[src/rtl/flash_init_pkg.sv]
package flash_init_pkg;
   typedef enum logic [3:0] {
      ST_DUMMY, ST_IDENT, ST_RDSR2, ST_WREN, ST_WRSR, ST_POLL, ST_GAP, ST_DONE, ST_FAIL
   } fi_step_e;

   localparam logic [7:0] OPC_IDENT = 8'h9F;
   localparam logic [7:0] OPC_RDSR2 = 8'h35;
   localparam logic [7:0] OPC_WREN  = 8'h06;
   localparam logic [7:0] OPC_WRSR  = 8'h01;
   localparam logic [7:0] OPC_RDSR1 = 8'h05;
   localparam logic [7:0] FILL_BYTE = 8'hFF;
   localparam logic [7:0] QE_MASK   = 8'h02;
   localparam logic [7:0] SR1_KEEP  = 8'h00;
   localparam int         BUSY_BIT    = 0;
   localparam int         DUMMY_BYTES = 2;
endpackage

[src/rtl/fi_byte_shift.sv]
module fi_byte_shift #(
   parameter int DIV = 2
) (
   input  logic       clk,
   input  logic       rst_n,
   input  logic       start,
   input  logic [7:0] tx,
   input  logic       miso,
   output logic       sck,
   output logic       mosi,
   output logic       busy,
   output logic       done,
   output logic [7:0] rx
);
   logic [7:0] sh_q;
   logic [2:0] bit_q;
   logic       tick;

   generate
      if (DIV < 1) begin : g_bad_div
         $error("fi_byte_shift: DIV must be at least 1");
      end
      if (DIV == 1) begin : g_nodiv
         assign tick = 1'b1;
      end else begin : g_div
         localparam int CW = $clog2(DIV);
         logic [CW-1:0] cnt_q;
         always_ff @(posedge clk or negedge rst_n) begin
            if (!rst_n)                      cnt_q <= '0;
            else if (!busy)                  cnt_q <= '0;
            else if (cnt_q == CW'(DIV - 1))  cnt_q <= '0;
            else                             cnt_q <= cnt_q + 1'b1;
         end
         assign tick = (cnt_q == CW'(DIV - 1));
      end
   endgenerate

   assign mosi = sh_q[7];

   always_ff @(posedge clk or negedge rst_n) begin
      if (!rst_n) begin
         sh_q  <= '0;
         bit_q <= '0;
         sck   <= 1'b0;
         busy  <= 1'b0;
         done  <= 1'b0;
         rx    <= '0;
      end else begin
         done <= 1'b0;
         if (!busy) begin
            if (start) begin
               busy  <= 1'b1;
               sh_q  <= tx;
               bit_q <= '0;
               sck   <= 1'b0;
            end
         end else if (tick) begin
            if (!sck) begin
               sck <= 1'b1;
               rx  <= {rx[6:0], miso};
            end else begin
               sck <= 1'b0;
               if (bit_q == 3'd7) begin
                  busy <= 1'b0;
                  done <= 1'b1;
               end else begin
                  bit_q <= bit_q + 3'd1;
                  sh_q  <= {sh_q[6:0], 1'b0};
               end
            end
         end
      end
   end
endmodule

[src/rtl/fi_id_match.sv]
module fi_id_match #(
   parameter int NB = 3
) (
   input  logic [8*NB-1:0] got,
   input  logic [8*NB-1:0] want,
   output logic            hit
);
   logic [NB-1:0] eq;
   generate
      for (genvar i = 0; i < NB; i++) begin : g_byte
         assign eq[i] = (got[8*i +: 8] == want[8*i +: 8]);
      end
   endgenerate
   assign hit = &eq;
endmodule

[src/rtl/flash_init_seq.sv]
module flash_init_seq
   import flash_init_pkg::*;
#(
   parameter int                  CLK_DIV    = 2,
   parameter int                  GAP_CYCLES = 4,
   parameter int                  ID_BYTES   = 3,
   parameter logic [8*ID_BYTES-1:0] EXPECT_ID = 24'hEF4017
) (
   input  logic clk,
   input  logic rst_n,
   output logic spi_sck,
   output logic spi_cs_n,
   output logic spi_mosi,
   input  logic spi_miso,
   output logic init_done,
   output logic init_fail
);
   localparam int IW  = $clog2(ID_BYTES + 2);
   localparam int GW  = $clog2(GAP_CYCLES + 1);
   localparam int IDW = 8 * ID_BYTES;

   generate
      if (GAP_CYCLES < 1) begin : g_bad_gap
         $error("flash_init_seq: GAP_CYCLES must be at least 1");
      end
      if (ID_BYTES < 1) begin : g_bad_id
         $error("flash_init_seq: ID_BYTES must be at least 1");
      end
   endgenerate

   fi_step_e       state_q, next_q, after;
   logic [IW-1:0]  idx_q;
   logic [GW-1:0]  gap_q;
   logic [IDW-1:0] id_q, id_next;
   logic           launched_q, in_frame, hit;
   logic           eng_start, eng_busy, eng_done;
   logic [7:0]     eng_tx, eng_rx;

   function automatic logic [IW-1:0] last_idx(fi_step_e s);
      case (s)
         ST_DUMMY: return IW'(DUMMY_BYTES - 1);
         ST_IDENT: return IW'(ID_BYTES);
         ST_RDSR2: return IW'(1);
         ST_WRSR:  return IW'(2);
         ST_POLL:  return IW'(1);
         default:  return '0;
      endcase
   endfunction

   function automatic logic [7:0] tx_byte(fi_step_e s, logic [IW-1:0] i);
      case (s)
         ST_IDENT: return (i == '0) ? OPC_IDENT : FILL_BYTE;
         ST_RDSR2: return (i == '0) ? OPC_RDSR2 : FILL_BYTE;
         ST_WREN:  return OPC_WREN;
         ST_WRSR:  return (i == '0) ? OPC_WRSR : ((i == IW'(1)) ? SR1_KEEP : QE_MASK);
         ST_POLL:  return (i == '0) ? OPC_RDSR1 : FILL_BYTE;
         default:  return FILL_BYTE;
      endcase
   endfunction

   always_comb begin
      case (state_q)
         ST_DUMMY, ST_IDENT, ST_RDSR2, ST_WREN, ST_WRSR, ST_POLL: in_frame = 1'b1;
         default: in_frame = 1'b0;
      endcase
   end

   assign spi_cs_n  = !(in_frame && (state_q != ST_DUMMY));
   assign eng_start = in_frame && !launched_q && !eng_busy;
   assign eng_tx    = tx_byte(state_q, idx_q);
   assign init_done = (state_q == ST_DONE);
   assign init_fail = (state_q == ST_FAIL);

   generate
      if (ID_BYTES == 1) begin : g_id1
         assign id_next = eng_rx;
      end else begin : g_idn
         assign id_next = {id_q[IDW-9:0], eng_rx};
      end
   endgenerate

   fi_id_match #(.NB(ID_BYTES)) u_match (
      .got  (id_next),
      .want (EXPECT_ID),
      .hit  (hit)
   );

   fi_byte_shift #(.DIV(CLK_DIV)) u_shift (
      .clk   (clk),
      .rst_n (rst_n),
      .start (eng_start),
      .tx    (eng_tx),
      .miso  (spi_miso),
      .sck   (spi_sck),
      .mosi  (spi_mosi),
      .busy  (eng_busy),
      .done  (eng_done),
      .rx    (eng_rx)
   );

   always_comb begin
      case (state_q)
         ST_DUMMY: after = ST_IDENT;
         ST_IDENT: after = hit ? ST_RDSR2 : ST_FAIL;
         ST_RDSR2: after = ((eng_rx & QE_MASK) != 8'h00) ? ST_DONE : ST_WREN;
         ST_WREN:  after = ST_WRSR;
         ST_WRSR:  after = ST_POLL;
         ST_POLL:  after = eng_rx[BUSY_BIT] ? ST_POLL : ST_DONE;
         default:  after = state_q;
      endcase
   end

   always_ff @(posedge clk or negedge rst_n) begin
      if (!rst_n) begin
         state_q    <= ST_DUMMY;
         next_q     <= ST_DUMMY;
         idx_q      <= '0;
         gap_q      <= '0;
         id_q       <= '0;
         launched_q <= 1'b0;
      end else begin
         case (state_q)
            ST_GAP: begin
               if (gap_q == GW'(GAP_CYCLES - 1)) begin
                  gap_q   <= '0;
                  state_q <= next_q;
               end else begin
                  gap_q <= gap_q + 1'b1;
               end
            end
            ST_DONE, ST_FAIL: ;
            default: begin
               if (eng_start) launched_q <= 1'b1;
               if (eng_done) begin
                  launched_q <= 1'b0;
                  if (state_q == ST_IDENT && idx_q != '0) id_q <= id_next;
                  if (idx_q == last_idx(state_q)) begin
                     idx_q   <= '0;
                     next_q  <= after;
                     state_q <= ST_GAP;
                  end else begin
                     idx_q <= idx_q + 1'b1;
                  end
               end
            end
         endcase
      end
   end
endmodule

[config.mk]
export PLATFORM = sky130hd
export DESIGN_NAME = flash_init_seq
export DESIGN_NICKNAME = d
export VERILOG_FILES = /design/src/rtl/flash_init_pkg.sv /design/src/rtl/fi_byte_shift.sv /design/src/rtl/fi_id_match.sv /design/src/rtl/flash_init_seq.sv
export SDC_FILE = /design/constraint.sdc
export NUM_CORES = 1
export LEC_CHECK = 0
export BUFFER_PORTS_ARGS = -buffer_cell sky130_fd_sc_hd__buf_2
export CAP_MARGIN = 20
export CORE_ASPECT_RATIO = 1.1
export CORE_MARGIN = 5
export CORE_UTILIZATION = 45
export CTS_CLUSTER_DIAMETER = 30
export DETAILED_ROUTE_END_ITERATION = 8
export SKIP_CTS_REPAIR_TIMING = 1
export SYNTH_ARGS = -nofsm -noshare
export SYNTH_HDL_FRONTEND = slang
export SYNTH_HIERARCHICAL = 1
export SYNTH_SLANG_ARGS = --single-unit
[constraint.sdc]
create_clock -name clk -period 2.4 [get_ports clk]
set_input_delay 0.24 -clock clk [delete_from_list [all_inputs] [get_ports clk]]
set_output_delay 0.24 -clock clk [all_outputs]
set_load 0.05 [all_outputs]
==> impl_metrics.yaml, run 1 <==
run_status:
  status: "finished, final reports clean"
floorplanning:
  initial_core_util: 0.468
  coreArea_um2: 6230
  die_w_um: 86.8
  die_h_um: 94.4
  ios: 8
  row_count: 30
  dieArea_um2: 8190
synthesis:
  synthCells: 252
  syn_avg_cell_area_um2: 11.6
  yosys_warnings: 6
  synthDistinctLibCells: 49
  yosysTopAreaCell: "dfrtp_1"
  syn_area_um2: 2920
  async_reset_ff_frac: 1.00
  ys.flop_type: "dfrtp_1"
  synth_top_area_share: 0.463
  yosys-top-cells-area: "dfrtp_1 (46%), mux2_2 (13%), mux2_4 (6.2%)"
  synth_edf_count: 0
  yosysSeqAreaShare: 0.463
  synth-seq-cells: 54
critical_path:
  end_kind: "flip-flop"
  crit_top_cell: "mux2_4"
  critPathSlowestCell: "or4_4"
  arrival_ps: 2250
  path_cells: "mux2_4 > or4_4 > a211oi_4 > and2_4 > mux2_4"
  cpPeakStageDelay_ps: 430
  cp_max_fo: 4
  crit_required_ps: 2590
  worstSetupPathType: "flip-flop to flip-flop"
  start_kind: "flip-flop"
cells_and_area:
  syn_to_final_growth_pct: 11.7
  multi_input_area_um2: 1560
  layout_common_cells: "dfrtp_1 (54), mux2_2 (34), conb_1 (24), nor2_1 (17), xor2_1 (16)"
  design_area_um2: 3260
  fillCellCount: 577
  regArea_um2: 1350
  instances_no_fill: 369
  final_common_cell: "dfrtp_1"
  fin_nets: 296
  antenna_cells: 0
  drive_gt1_frac: 0.277
clock_tree:
  ctsRootBufferMaster: "clkbuf_8"
  path_clk_slew_ps: 90
  cts_max_level: 2
  cts_buffers: 5
  cts_buffer_depth: 2
  clock_latency_ps: 300
  cts_tree: "done"
  cts.sinks: 54
global_routing:
  antenna_found_initial: 0
  grt_pass1_vias: 1922
  grt_usage: 0.144
  grt_max_degree: 28
  gr-total-overflow: 0
  grt_pass1_wl_mm: 9.36
timing:
  slew_violations: 0
  hold_viol: 0
  max_freq_ghz: 0.485
  layout_worst_path_cycle_share: 0.860
  tightest_slew_ps: 773
  min_period_ps: 2060
  setup_viol: 0
  worst_clock_skew_ps: 6.70
  slew_headroom: 0.484
  fin_ws_ps: 337
  rsz0062_at_grt: "no"
  fin_tns_setup_ps: 0
detailed_routing:
  ant_nets: 0
  drc: 0
  drt-wirelength-per-cell_um: 13.9
  via_per_inst: 5.11
  first_iter_violations: 116
  dr.pass1.iters: 4
  dr_total_vias: 1884
  wl_mm: 5.13
pwr:
  clock_power_share: 0.343
  p_per_area_nw_per_um2: 461
  switching_share: 0.219
  seq_power_share: 0.615
  leakage_nw: 1.56
  p_switching_mw: 0.328
  power.total_mw: 1.50
  vdd_drop_max_v: 0.000382
  p_int_mw: 1.17
  comb_power_share: 0.041
flow_run:
  cap_violations: 0
place:
  io_buffers: 7
  finalWeightedCongestion: 0.761
  dp_slack_ps: 370
  post_dp_cell_area_um2: 3160
  placed_cells: 360
  dp_hpwl_mm: 3.66
min_path:
  hp-class: "input port to flip-flop"
## power by group through the flow
stage | combinational (mW) | sequential [mW] | clock [mW]
final | 0.0621 | 0.925 | 0.516
after global routing | 0.0731 | 0.926 | 0.571
after CTS | 0.0626 | 0.925 | 0.543
after detailed placement | 0.0624 | 0.943 | 0
after global placement | 0.0615 | 0.943 | 0
after floorplan | 0.0354 | 0.940 | 0
## synthesized netlist by cell type (2+ instances only)
master / number
nand4_1: 3
and3_1: 3
a31oi_1: 2
mux2_4: 12
buf_6: 2
mux2i_1: 3
nand2_1: 15
mux2_2: 34
conb_1: 2
clkbuf_1: 5
nor3b_1: 2
nand2b_1: 3
nand3_1: 2
inv_1: 8
nor3_1: 2
ha_1: 5
nand3b_1: 2
xnor2_1: 10
o21ai_0: 11
nor4_1: 6
nor2_1: 17
buf_2: 2
o22a_1: 2
dfrtp_1: 54
xor2_1: 16
a21o_1: 3
a21oi_1: 4
## area by class of cell
type,count,area share
multi-input cells,201,0.480
flip-flops and latches,54,0.415
repair buffers,18,0.0369
well taps,80,0.0307
clock buffers,7,0.0265
inverters,8,0.00922
clock inverters,1,0.00154
## layer usage
| layer | vias to the layer above | track usage | wire length (um) |
|---|---|---|---|
| met5 | - | 0 | 0 |
| met4 | 0 | 0.0545 | 122 |
| met3 | 10 | 0.0297 | 167 |
| met2 | 26 | 0.213 | 2210 |
| met1 | 917 | 0.206 | 2630 |
| li1 | 931 | - | - |
## logic make-up (layout without fill, tap and decap cells)
group | Yosys count | in the layout | synth area share
and+or+nand+nor | 67 | 67 | 0.129
DFF | 54 | 54 | 0.463
muxes | 49 | 49 | 0.203
AOI/OAI and AO/OA | 30 | 30 | 0.0708
xor gates and xnor gates | 26 | 26 | 0.0781
buffers and inverters | 19 | 34 | 0.0317
adders and majority gates | 5 | 5 | 0.0215
other | 2 | 24 | 0.00257
## flip-flops by register name, indices dropped and copies added (netlist names)
register,count
u_shift/busy,1
u_shift/g_div.cnt_q,1
u_shift/done,1
u_shift/sck,1
id_q,16
state_q,4
launched_q,1
gap_q,3
idx_q,3
next_q,4
u_shift/bit_q,3
u_shift/rx,8
u_shift/sh_q,8
## worst max-delay path, delay by kind of cell (launching register included)
kind | cells | cell delay, ps
compound gates | 1 | 270
flops | 1 | 410
mux | 2 | 620
simple gates | 2 | 660
## worst paths after layout
path	depth (start not counted)	startpoint	to	slack (ps)
worst max-delay path	5	state_q[0]	next_q[3]	340
worst min-delay path	2	spi_miso	u_shift/rx[0]	170
worst max register to register	5	state_q[0]	next_q[3]	340
worst min register to register	1	u_shift/sh_q[0]	u_shift/sh_q[0]	490
max in group asynchronous	3	rst_n	next_q[3]	1220
min in group asynchronous	2	rst_n	id_q[10]	500
## stage by stage
stage / util / hold WS (ps)
floorplan: - / -55.6
global placement: 0.506 / 305
detailed placement: 0.506 / 309
CTS: 0.521 / -26.7
global route: 0.523 / 160
finish: 0.523 / 173
Power figures use the tool's default switching activity.
==> run 2: changes to the inputs <==
ABC_AREA = 1   (was not set)
CORE_UTILIZATION = 60   (was 45)
PLACE_DENSITY = 0.77   (was not set)
==> impl_metrics.yaml, run 2 <==
run_status:
  status: "finished, violations left"
  violations: "negative hold slack"
cells_and_area:
  largest_register: "id_q"
  layout_common_cells: "nand2_1 (167), dfrtp_1 (54), inv_1 (50), nor2_1 (46), conb_1 (40)"
  antenna_cells: 0
  regArea_um2: 1350
  largest_reg_flops: 16
  drive_gt1_frac: 0.0926
  final_common_cell: "nand2_1"
  multi_input_area_um2: 1640
  fillCellCount: 435
  fin_nets: 493
  top_regs: "id_q (16), u_shift/rx (8), u_shift/sh_q (8)"
  design_area_um2: 3450
  syn_to_final_growth_pct: 9.98
  instances_no_fill: 544
critical_path:
  cp_max_fo: 6
  end_kind: "output port"
  worstSetupPathType: "flip-flop to output port"
  arrival_ps: 1680
  start_kind: "flip-flop"
  crit_required_ps: 2160
global_routing:
  met3_usage: 0.0410
  grt_pass1_vias: 2651
  gr-total-overflow: 0
  grt_pass1_wl_mm: 11.1
  met2_usage: 0.375
  antenna_found_initial: 0
  grt_usage: 0.202
  top_usage_layer: "met2"
  grt_max_degree: 34
  met1_usage: 0.238
min_path:
  hp-class: "input port to asynchronous set/reset pin"
clock_tree:
  cts_tree: "done"
  cts.sinks: 54
  cts_buffers: 5
  path_clk_slew_ps: 110
  ctsRootBufferMaster: "clkbuf_8"
  cts_max_level: 2
  cts_buffer_depth: 2
  clock_latency_ps: 310
synthesis:
  synth_compound_area_frac: 0.0547
  synth_adder_area_share: 0.0200
  synthDistinctLibCells: 29
  yosysSeqAreaShare: 0.431
  synth.most_common_cell: "nand2_1"
  synth_top_family_by_area: "simple AND/OR/NAND/NOR gates"
  syn_avg_cell_area_um2: 7.10
  yosys-top-cells-area: "dfrtp_1 (43%), nand2_1 (20%), inv_1 (6.0%)"
  synth-xor-area-share: 0.0252
  async_reset_ff_frac: 1.00
  ys.flop_type: "dfrtp_1"
  synth.mux.area_fraction: 0
  synth-seq-cells: 54
  yosysTopAreaCell: "dfrtp_1"
  synth_commonest_cells: "nand2_1 (167), dfrtp_1 (54), inv_1 (50)"
  synthCells: 441
  synth-simple-area-share: 0.375
  synth_edf_count: 0
  synth_top_area_share: 0.431
  syn_area_um2: 3130
  yosys_warnings: 6
detailed_routing:
  drt-wirelength-per-cell_um: 11.0
  wl_mm: 5.98
  first_iter_violations: 99
  drc: 0
  via_per_inst: 4.84
  ant_nets: 0
  dr.pass1.iters: 4
  dr_total_vias: 2634
floorplanning:
  coreArea_um2: 5030
  die_w_um: 78.9
  die_h_um: 85.8
  ios: 8
  initial_core_util: 0.622
  row_count: 27
  dieArea_um2: 6770
timing:
  max_freq_ghz: 0.521
  slew_headroom: 0.510
  worst_clock_skew_ps: 16.1
  slew_violations: 0
  setup_viol: 0
  layout_worst_path_cycle_share: 0.800
  hold_viol: 31
  whs_ps: -25.8
  tightest_slew_ps: 734
  fin_tns_setup_ps: 0
  min_period_ps: 1920
  rsz0062_at_grt: "no"
place:
  post_dp_cell_area_um2: 3340
  io_buffers: 7
  dp_hpwl_mm: 4.36
  placed_cells: 536
  finalWeightedCongestion: 0.864
pwr:
  p_per_area_nw_per_um2: 468
  vdd_drop_max_v: 0.000411
  leakage_nw: 1.94
flow_run:
  cap_violations: 0
[run 2: cell types whose count changed in the layout (fill, tap and decap cells not counted), sizes merged, moves of 7 or more]
cell,delta
nand2,+159
buf,-7
conb,+16
mux2,-46
nor2,+36
inv,+48
o21ai,+9
xor2,-15
nand3,+39
[run 2: per-layer routing]
metal,vias up,routed length (um)
met5,-,0
met4,0,36
met3,4,214
met2,41,3130
met1,1195,2600
li1,1394,-
[run 2: cell families (layout without fill, tap and decap cells)]
kind of cell | Yosys count | count (layout)
simple gates | 271 | 271
buf+inv | 68 | 75
flops | 54 | 54
compound gates | 32 | 32
xor+xnor | 9 | 9
fa+ha+maj | 5 | 5
other cells | 2 | 40
[run 2: through the flow]
| stage | worst slack (ps) | power (mW) | util | hold slack (ps) |
|---|---|---|---|---|
| floorplan | 403 | 0.988 | - | -55.6 |
| global placement | 667 | 1.02 | 0.663 | 334 |
| detailed placement | 623 | 1.02 | 0.663 | 345 |
| CTS | 469 | 1.63 | 0.685 | 1.27 |
| global route | 314 | 1.68 | 0.685 | 32.7 |
| finish | 480 | 1.61 | 0.685 | -25.8 |
[run 2: final timing paths]
path	startpoint	endpoint	slack [ps]	depth (start not counted)
max	state_q[3]	spi_cs_n	480	5
min	rst_n	u_shift/rx[0]	-30	1
max reg2reg	idx_q[1]	u_shift/sh_q[5]	570	11
min reg2reg	u_shift/sh_q[1]	u_shift/sh_q[1]	480	2
max in group asynchronous	rst_n	u_shift/bit_q[2]	1740	2
min in group clk	spi_miso	u_shift/rx[0]	150	3
[run 2: report_power, final]
part           switching [mW]  leakage [nW]  internal, mW
clock network           0.302        0.0514         0.312
registers             0.00917         0.669         0.916
logic                  0.0486          1.22        0.0262
[run 2: area by class of cell]
| class | count | share of cell area |
|---|---|---|
| clock inverters | 2 | 0.0109 |
| well taps | 58 | 0.0211 |
| flip-flops and latches | 54 | 0.392 |
| clock buffers | 6 | 0.0211 |
| inverters | 57 | 0.0628 |
| repair buffers | 10 | 0.0167 |
| multi-input cells | 357 | 0.475 |
[run 2: worst max-delay path: stages (launching register included)]
cell	delay (ps)
dfrtp_1	470
inv_2	110
nand2_2	70
o21ai_0	400
nor2_1	100
buf_2	230
==> run 3: changes to the inputs <==
clock period = 1.9 ns   (was 2.4 ns; I/O delays follow)
==> impl_metrics.yaml, run 3 (synthesis gave the netlist of run 2 again) <==
run_status:
  status: "finished, final reports clean"
critical_path:
  cp_top_family: "flip-flops"
  cpPeakStageDelay_ps: 490
  start_kind: "flip-flop"
  r2r_end: "id_q[1]"
  end_kind: "output port"
  crit_required_ps: 1710
  worstSetupPathType: "flip-flop to output port"
  arrival_ps: 1570
  r2r_start: "state_q[3]"
  worst-path-buf-inv: 2
  cp_max_fo: 6
  path_cells: "inv_2 > nand2_2 > o21ai_1 > nor2_2 > buf_2"
  ff2ff_path_depth: 9
  critPathSlowestCell: "dfrtp_1"
  r2r_slack_ps: 180
cells_and_area:
  design_area_um2: 3500
  largest_reg_flops: 16
  fin_nets: 498
  antenna_cells: 0
  syn_to_final_growth_pct: 11.7
  drive_gt1_frac: 0.110
  top_regs: "id_q (16), u_shift/rx (8), u_shift/sh_q (8)"
  largest_register: "id_q"
  final_common_cell: "nand2_1"
  layout_common_cells: "nand2_1 (166), dfrtp_1 (54), inv_1 (50), nor2_1 (43), conb_1 (40)"
timing:
  layout_worst_path_cycle_share: 0.926
  fin_ws_ps: 140
  max_freq_ghz: 0.568
  tightest_slew_ps: 533
  fin_tns_setup_ps: 0
  hold_viol: 0
  worst_clock_skew_ps: 11.2
  whs_ps: 104
  slew_violations: 0
  slew_headroom: 0.645
  min_period_ps: 1760
  setup_viol: 0
  rsz0062_at_grt: "no"
detailed_routing:
  dr.pass1.iters: 4
  first_iter_violations: 132
  drc: 0
  dr_total_vias: 2620
  ant_nets: 0
  wl_mm: 5.96
  via_per_inst: 4.77
  drt-wirelength-per-cell_um: 10.9
global_routing:
  grt_pass1_vias: 2378
  grt_usage: 0.195
  gr-total-overflow: 0
  grt_max_degree: 33
  antenna_found_initial: 0
  grt_pass1_wl_mm: 10.5
place:
  dp_hpwl_mm: 4.46
  finalWeightedCongestion: 0.895
  post_dp_cell_area_um2: 3390
  dp_slack_ps: 158
  io_buffers: 7
clock_tree:
  path_clk_slew_ps: 100
  cts.sinks: 54
  clock_latency_ps: 310
  ctsRootBufferMaster: "clkbuf_8"
  cts_buffer_depth: 2
  cts_tree: "done"
  cts_buffers: 5
  cts_max_level: 2
floorplanning:
  die_h_um: 85.8
  dieArea_um2: 6770
  initial_core_util: 0.622
  ios: 8
  row_count: 27
  coreArea_um2: 5030
  die_w_um: 78.9
min_path:
  hp-start: "spi_miso"
  whs_endpoint: "u_shift/rx[0]"
  hp-class: "input port to flip-flop"
  min_path_cells: 3
pwr:
  leakage_nw: 1.97
  vdd_drop_max_v: 0.000468
  power.total_mw: 1.93
  p_per_area_nw_per_um2: 552
flow_run:
  cap_violations: 0
## run 3: worst min-delay path: stages
cell and delay, ps:
buf_2 90, inv_1 40, o21ai_1 60
## run 3: layout make-up
| cell class | instances | area [um^2] |
|---|---|---|
| sequential | 54 | 1350 |
| fill | 456 | 1540 |
| inverter | 57 | 216 |
| clock inverter | 2 | 12.5 |
| tap | 58 | 72.6 |
| timing repair buffer | 15 | 110 |
| multi-input combinational | 357 | 1650 |
| clock buffer | 6 | 82.6 |
## run 3: worst max path at each step
stage,start,endpoint,cells past startpoint
finish,state_q[3],spi_cs_n,5
global route,state_q[3],spi_cs_n,5
CTS,state_q[3],spi_cs_n,5
detailed placement,state_q[3],u_shift/sh_q[4],12
global placement,state_q[2],u_shift/sh_q[1],10
floorplan,state_q[3],u_shift/sh_q[5],10
## run 3: layer usage
metal  global-route usage  wire (um)  vias to the layer above
met5                    0          0                        -
met4               0.0531         50                        0
met3               0.0368        151                        4
met2                0.340       3040                       30
met1                0.248       2720                     1176
li1                     -          -                     1410
## run 3: report_power, final
group / internal, mW / switching (mW)
Combinational: 0.0373 / 0.0639
Clock: 0.294 / 0.371
Sequential: 1.16 / 0.00993
## run 3: per-stage QoR
step / util / cells
after floorplan: - / 479
after global placement: 0.673 / 540
after detailed placement: 0.673 / 540
after CTS: 0.692 / 548
after global routing: 0.695 / 549
final: 0.695 / 549
